### config.mk
export PLATFORM = sky130hd
export DESIGN_NAME = prio_irq_ctrl
export DESIGN_NICKNAME = d
export VERILOG_FILES = /design/src/rtl/prio_irq_ctrl.sv
export SDC_FILE = /design/constraint.sdc
export NUM_CORES = 1
export LEC_CHECK = 0
export BUFFER_PORTS_ARGS = -buffer_cell sky130_fd_sc_hd__buf_2
export CORE_MARGIN = 8
export CORE_UTILIZATION = 45
export DETAILED_ROUTE_END_ITERATION = 6
export SYNTH_ARGS = -nofsm -noshare
export SYNTH_HDL_FRONTEND = slang
export SYNTH_SLANG_ARGS = --single-unit
### constraint.sdc
create_clock -name clk -period 17.6 [get_ports clk]
set_input_delay 2.64 -clock clk [delete_from_list [all_inputs] [get_ports clk]]
set_output_delay 2.64 -clock clk [all_outputs]
set_load 0.02 [all_outputs]
### src/rtl/prio_irq_ctrl.sv
module prio_irq_ctrl #(
  parameter int NSRC     = 8,
  parameter int PW       = 4,
  parameter int DEPTH    = 15,
  parameter int VW       = 8,
  parameter int VEC_BASE = 32,
  parameter int AW       = 4,
  parameter int DW       = 8
) (
  input  logic          clk,
  input  logic          rst_n,
  input  logic          hw_mode,
  input  logic [NSRC-1:0] irq_src,
  input  logic          bus_sel,
  input  logic          bus_wr,
  input  logic [AW-1:0] bus_addr,
  input  logic [DW-1:0] bus_wdata,
  output logic [DW-1:0] bus_rdata,
  output logic          irq_req,
  output logic [VW-1:0] vec_out,
  input  logic          vec_ack,
  output logic          lifo_err
);
  localparam int CW = $clog2(DEPTH + 1);
  localparam int IW = (NSRC > 1) ? $clog2(NSRC) : 1;
  localparam logic [AW-1:0] PRI_BASE = AW'(2 ** (AW - 1));

  logic [PW-1:0] src_pri [NSRC];
  logic [PW-1:0] stack_q [DEPTH];
  logic [PW-1:0] cur_pri_q, vpri_q, win_pri;
  logic [IW-1:0] win_idx;
  logic [VW-1:0] vec_q;
  logic [CW-1:0] depth_q;
  logic          err_q;

  wire unused_bits = &{1'b0, bus_wdata};

  always_comb begin
    win_pri = '0;
    win_idx = '0;
    for (int i = 0; i < NSRC; i++)
      if (irq_src[i] && src_pri[i] > win_pri) begin
        win_pri = src_pri[i];
        win_idx = IW'(i);
      end
  end

  assign irq_req  = win_pri > cur_pri_q;
  assign vec_out  = vec_q;
  assign lifo_err = err_q;

  wire rd_cyc   = bus_sel && !bus_wr;
  wire wr_cyc   = bus_sel && bus_wr;
  wire ack      = hw_mode ? vec_ack : (rd_cyc && bus_addr == AW'(1));
  wire eoi      = wr_cyc && bus_addr == AW'(2);
  wire cpr_wr   = wr_cyc && bus_addr == AW'(0);
  wire pri_hit  = bus_addr >= PRI_BASE && (bus_addr - PRI_BASE) < AW'(NSRC);
  wire [IW-1:0] pri_idx = IW'(bus_addr - PRI_BASE);
  wire full     = depth_q == CW'(DEPTH);
  wire empty    = depth_q == '0;
  wire push     = ack && !full;
  wire pop      = !ack && eoi && !empty;
  wire [CW-1:0] top_idx = depth_q - 1'b1;

  always_ff @(posedge clk) begin
    if (!rst_n) begin
      cur_pri_q <= '0;
      vpri_q    <= '0;
      vec_q     <= '0;
      depth_q   <= '0;
      err_q     <= 1'b0;
      for (int i = 0; i < NSRC; i++) src_pri[i] <= '0;
    end else begin
      if (irq_req) begin
        vec_q  <= VW'(VEC_BASE) + VW'(win_idx);
        vpri_q <= win_pri;
      end
      if (ack) begin
        if (full) err_q <= 1'b1;
        else begin
          depth_q   <= depth_q + 1'b1;
          cur_pri_q <= vpri_q;
        end
      end else if (eoi) begin
        if (empty) err_q <= 1'b1;
        else begin
          depth_q   <= top_idx;
          cur_pri_q <= stack_q[top_idx];
        end
      end else if (cpr_wr) begin
        cur_pri_q <= bus_wdata[PW-1:0];
      end
      if (wr_cyc && pri_hit) src_pri[pri_idx] <= bus_wdata[PW-1:0];
    end
  end

  always_ff @(posedge clk)
    if (rst_n && push) stack_q[depth_q] <= cur_pri_q;

  always_comb begin
    bus_rdata = '0;
    if (bus_addr == AW'(0))      bus_rdata = DW'(cur_pri_q);
    else if (bus_addr == AW'(1)) bus_rdata = DW'(vec_q);
    else if (pri_hit)            bus_rdata = DW'(src_pri[pri_idx]);
  end

  assert_quiet_R1: assert property (@(posedge clk) disable iff (!rst_n)
    (irq_src == '0) |-> !irq_req);
  assert_cpr_write_R4: assert property (@(posedge clk) disable iff (!rst_n)
    (cpr_wr && !ack) |=> cur_pri_q == $past(bus_wdata[PW-1:0]));
  assert_push_R5: assert property (@(posedge clk) disable iff (!rst_n)
    (ack && !full) |=> (depth_q == $past(depth_q) + 1'b1) && (cur_pri_q == $past(vpri_q)));
  assert_pop_R7: assert property (@(posedge clk) disable iff (!rst_n)
    (eoi && !ack && !empty) |=> depth_q == $past(depth_q) - 1'b1);
  assert_full_hold_R9: assert property (@(posedge clk) disable iff (!rst_n)
    (ack && full) |=> $stable(cur_pri_q) && $stable(depth_q) && err_q);
  assert_err_sticky_R9: assert property (@(posedge clk) disable iff (!rst_n)
    err_q |=> err_q);
  assert_depth_bound_R9: assert property (@(posedge clk) disable iff (!rst_n)
    depth_q <= CW'(DEPTH));
endmodule

# Word level (Yosys, flattened, before mapping)
# Memories as Yosys holds them, arrays and structs flattened.
# Cells that the tools add are included.
[totals] mem_count=2 mem_bits_rw=92 wordCells=98 ff_bits=21
[memory_table] memory="stack_q" depth=15 word_bits=4 read_ports=1 rd_ports_with_merged_regs=0 wr=1 line="29" source="logic [PW-1:0] stack_q [DEPTH];"
[memory_table] memory="src_pri" depth=8 word_bits=4 read_ports=9 rd_ports_with_merged_regs=0 wr=8 line="28" source="logic [PW-1:0] src_pri [NSRC];"
[op_classes] n_eq_ne=7 add_sub_neg=4 reduce_logical=28 order_cmp=11 mux=41
[op_table] op="2-to-1 mux 4 bit" n=19
[op_table] op="greater-than comparator 4 bit" n=8
[op_table] op="2-to-1 mux 3 bit" n=7
[op_table] op="logical AND 1 bit" n=17
[op_table] op="2-to-1 mux 8 bit" n=2
[op_table] op="2-to-1 mux 1 bit" n=13
[op_table] op="AND reduction 3 bit" n=3
[op_table] op="zero test 4 bit" n=2
[op_table] op="adder 6 x 3 -> 7 bit, first input constant" n=1
[op_table] op="adder 4 x 1 -> 4 bit, second input constant" n=1
[op_table] op="equality test 4 x 1 -> 1 bit, second input constant" n=1
[op_table] op="equality test 4 x 2 -> 1 bit, second input constant" n=1
[op_table] op="equality test 4 bit, second input constant" n=1
[op_table] op="greater-or-equal comparator 4 bit, second input constant" n=1
[op_table] op="greater-than comparator 4 x 1 -> 1 bit, second input constant" n=1
[op_table] op="< comparator 4 bit, second input constant" n=1
[op_table] op="!= test 2 bit, second input constant" n=2
[op_table] op="nonzero test 2 bit" n=2
[op_table] op="OR reduction 4 bit" n=1
[op_table] op="subtractor 4 x 1 -> 4 bit, second input constant" n=1
[op_table] op="subtractor 4 bit, second input constant" n=1
[op_table] op="!= test 3 bit, second input constant" n=1
[op_table] op="nonzero test 3 bit" n=1
[op_table] op="zero test 1 bit" n=2
[op_table] op="!= test 2 x 1 -> 1 bit, second input constant" n=1

# Depth between registers and ports, before layout
# An unclocked memory read counts as a cell.
[depth] depth_word=26 depth_mapped=70

# Least setup slack after synthesis
# Ideal clock, no wire load.
[synth_path] kind="input to output" from="in irq_src[0]" to="out irq_req" setup_slack_ns=1.387 required_time_ns=14.960 t_arrival_ns=13.573 path_buffers=2 path_stages=56 cell_sequence="nand2_1 ha_1 nor2b_4 o211ai_2 a21oi_1 mux2_2 ha_1 nand2b_1 a2111o_1 o21ai_1 nand2_1 o21ai_0 inv_1 ha_1 nor2b_1 o221ai_1 o211ai_1 mux2i_1 [20 not listed] a21oi_1 a41oi_1 or3_1 o211ai_2 mux2_2 ha_1 nor2b_1 o21ai_0 nand2b_1 a21oi_1 nor2_1 mux2_2 ha_1 o21ai_0 nand2b_1 a21oi_1 a41oi_1 clkbuf_1"
[synth_between] elab_chain_len=24
[synth_lines] item="start: declaration" line="13" source="input logic [NSRC-1:0] irq_src,"
[synth_lines] item="logical AND 1 bit (*)" line="42" source="if (irq_src[i] && src_pri[i] > win_pri) begin"
[synth_lines] item="2-to-1 mux 4 bit (*)" line="42"
[synth_lines] item="greater-than comparator 4 bit" line="42"
[synth_lines] item="logical AND 1 bit" line="42"
[synth_lines] item="2-to-1 mux 4 bit (*)" line="42"
[synth_lines] item="greater-than comparator 4 bit" line="42"
[synth_lines] item="logical AND 1 bit" line="42"
[synth_lines] item="2-to-1 mux 4 bit (*)" line="42"
[synth_lines] item="[9 not listed]"
[synth_lines] item="greater-than comparator 4 bit" line="42"
[synth_lines] item="logical AND 1 bit" line="42"
[synth_lines] item="2-to-1 mux 4 bit (*)" line="42"
[synth_lines] item="greater-than comparator 4 bit" line="42"
[synth_lines] item="logical AND 1 bit" line="42"
[synth_lines] item="2-to-1 mux 4 bit (*)" line="42"
[synth_lines] item="net win_pri[2]" line="30" source="logic [PW-1:0] cur_pri_q, vpri_q, win_pri;"
[synth_lines] item="greater-than comparator 4 bit (*)" line="48" source="assign irq_req = win_pri > cur_pri_q;"
[synth_lines] item="end: declaration" line="19" source="output logic irq_req,"
# Mark *: on every way through the listed nets, which the timed path passes. The rest lies on a longest branch.

# Worst setup path in the final report
# Same ends and word-level chain as after synthesis.

==> flow_summary.yaml <==
setup_path:
  r2r_start: "src_pri[0][2]"
  startpoint_type: "input port"
  cp_slowest_cell: "or3b_1"
  r2r-end: "vec_out[1]"
  critPathRequiredTime_ns: 14.96
  critPathMaxFanout: 8
  crit_type: "in -> out"
  worst_path_most_repeated_cell: "ha_1"
  r2r_slack_ns: 5.02
  crit_path_max_incr_delay_ns: 0.46
  crit_path_end_kind: "primary output"
  cp.arrival_ns: 14.13
  rr_worst_depth: 57
cells_and_area:
  layout-drive-gt1-share_pct: 19.3
  fin_nets: 665
  fill_cells: 1305
  synthToLayoutAreaGrowth_pct: 10.8
  layout_common_cells: "edfxtp_1 (92), nand2_1 (47), nor2_1 (43), and2_1 (43), inv_1 (33)"
  final-instance-count-excl-fill: 796
  final_common_cell: "edfxtp_1"
  final_core_util_pct: 50.3
  diodes: 0
placed_design:
  dp_cells: 776
  place_congestion: 0.857
  dp_hpwl_mm: 11.4
  io_buffers: 32
  pre_cts_ws_ns: -0.128
global_routing:
  grt_max_degree: 29
  grt-ovfl-total: 0
  track_usage_pct: 16.8
  grt_pass1_vias: 4579
  grt_pass1_wl_mm: 24.0
  antenna_found_initial: 1
detailed_routing:
  ant_nets: 0
  via_count: 4559
  route.detailed.drc: 0
  viasPerCell: 5.73
  initialDrtViolationCount: 254
  drt_wl_total_mm: 15.2
  dr.pass1.iters: 5
  wire_per_inst_um: 19.0
cts:
  htree_levels: 3
  cts_max_path_buffers: 2
  root_buffer: "clkbuf_16"
  cts_tree: "done"
  postCtsHoldBufs: 0
  cts_buffers: 9
  clk_latency_ns: 0.34
  cts_sinks: 109
  clk_pin_slew_worst_paths_ns: 0.07
sta:
  clock_skew_ns: 0.00458
  tightest_slew_ns: 1.20
  fin_crit_ns: 16.77
  min_period_over_period_pct: 95.3
  fin_setup_tns_ns: 0
  maxSlewHeadroom_pct: 19.0
  max_freq_mhz: 59.6
  grt_setup_unrepaired: "no"
  fin_ws_ns: 0.828
  drv_slew: 0
  hold_viol: 0
  setup_violations: 0
synthesis:
  ys_seq_area_share_pct: 47.5
  yosysTopAreaCell: "edfxtp_1"
  ys.warnings.count: 0
  yosysUniqueCellTypes: 71
  ys_ff_latch: 109
  async_flop_share_pct: 0
  synth_top_cell_area_share_pct: 42.3
  synthTopCellsByArea: "edfxtp_1 (42%), mux4_2 (7.9%), ha_1 (6.1%)"
  synth_edf_count: 92
  syn_area_um2: 6530
  synthFlopType: "edfxtp_1"
  syn_avg_cell_area_um2: 11.2
  syn_inst: 583
floorplanning:
  die-area_um2: 18600
  io_pins: 44
  initial_utilization_pct: 45.4
  rows: 44
  core_um2: 14400
  die_h_um: 136
  die_w_um: 136
power_and_ir_drop:
  total_power_uw: 805
  p_clk_share_pct: 24.6
  pwr-share-comb_pct: 36.9
  power_switching_share_pct: 33.7
  switchingPower_uw: 271
  p_int_uw: 534
  power_frac_seq_pct: 38.5
  p_leak_uw: 0.00268
  powerDensity_nw_per_um2: 111
  peakVddDrop_mv: 0.0557
hold_path:
  min_from: "vec_out[5]"
  holdCritPathClass: "reg -> reg"
  worstHoldEndpoint: "vec_out[5]"
  hold_depth: 2
outcome:
  status: "finished clean"
flow_run:
  maxCapViolCount: 0
[through the flow]
stage          hold slack (ns)  area, um^2
3_5_place_dp             0.493        6800
2_1_floorplan            0.547        6550
4_1_cts                  0.504        7100
6_report                 0.501        7230
5_1_grt                  0.546        7230
3_3_place_gp             0.490        6800
[cell usage after synthesis (4+ instances only)]
| library cell | count |
|---|---|
| nand2_1 | 47 |
| ha_1 | 32 |
| nor2_1 | 44 |
| nor2b_1 | 11 |
| o221ai_1 | 4 |
| o21ai_1 | 4 |
| nor3_1 | 6 |
| and2_1 | 43 |
| mux2_2 | 5 |
| nand4_1 | 5 |
| buf_4 | 7 |
| xnor2_1 | 4 |
| mux4_2 | 23 |
| o21a_1 | 4 |
| or3_1 | 5 |
| nand3_1 | 10 |
| inv_1 | 33 |
| a21oi_1 | 32 |
| a32oi_1 | 5 |
| nand2b_1 | 8 |
| o21ai_0 | 29 |
| edfxtp_1 | 92 |
| a21o_1 | 5 |
| dfxtp_1 | 17 |
| a211oi_1 | 4 |
| mux2i_1 | 18 |
| clkbuf_1 | 21 |
[cells by family (layout without fill, tap and decap cells)]
| kind of cell | count (synthesis) | in the layout | share of synthesized area (%) |
|---|---|---|---|
| simple gates | 194 | 194 | 15.3 |
| other cells | 1 | 7 | 0.0575 |
| mux | 50 | 50 | 12.6 |
| flops | 109 | 109 | 47.5 |
| fa+ha+maj | 32 | 32 | 6.13 |
| compound gates | 126 | 126 | 13.2 |
| buf+inv | 67 | 90 | 4.60 |
| xor+xnor | 4 | 4 | 0.537 |
[power by group through the flow]
stage	sequential (uW)	clock, uW	combinational, uW
2_1_floorplan	313	0	205
3_3_place_gp	315	0	265
3_5_place_dp	315	0	271
4_1_cts	310	202	276
5_1_grt	312	213	328
6_report	310	198	297
[worst max-delay path, delay by kind of cell]
kind | cells | cell delay, ns
buffers and inverters | 5 | 0.73
AO/OA/AOI/OAI | 22 | 3.86
AND/OR/NAND/NOR | 18 | 3.02
multiplexers | 5 | 1.45
adder cells (fa/ha/maj) | 8 | 2.43
[registers in the layout, indices dropped and copies added, names as in the netlist]
name	cells
src_pri	32
vpri_q	4
stack_q	60
depth_q	4
cur_pri_q	4
vec_out	4
lifo_err	1
[per-layer routing]
layer  GRT usage (%)  vias to the layer above  part of all wire, %  wire (um)
met3            2.55                       23                  3.8        578
met5               0                        -                0.086         13
li1                -                     2215                    -          -
met4            6.83                        2                  2.2        333
met1            19.7                     2237                   43       6460
met2            29.9                       82                   51       7760
[final cells by class]
| class | count | area, um^2 | share of cell area [%] |
|---|---|---|---|
| clock buffer | 12 | 246 | 3.41 |
| inverter | 34 | 128 | 1.76 |
| clock inverter | 4 | 47.5 | 0.657 |
| timing repair buffer | 40 | 220 | 3.04 |
| multi-input combinational | 413 | 3260 | 45.0 |
| tap | 184 | 230 | 3.18 |
| sequential | 109 | 3100 | 42.9 |
[worst max path at each step]
| stage | depth (start not counted) | startpoint | slack [ns] | to |
|---|---|---|---|---|
| after global routing | 62 | irq_src[0] | 0.02 | irq_req |
| after global placement | 56 | irq_src[0] | 0.20 | irq_req |
| after CTS | 56 | irq_src[0] | 0.10 | irq_req |
| after floorplan | 56 | irq_src[0] | 1.39 | irq_req |
| final | 58 | irq_src[0] | 0.83 | irq_req |
| after detailed placement | 56 | irq_src[0] | -0.13 | irq_req |
[repair_timing]
| item | 4_1_cts | 5_1_grt |
|---|---|---|
| setup endpoints to repair | 1 | 1 |
| pin swaps | 0 | 3 |
| setup buffers | 0 | 4 |
| endpoints found under the hold margin | 0 | 0 |
| gates resized for setup | 2 | 22 |
(Power assumes the default switching activity.)
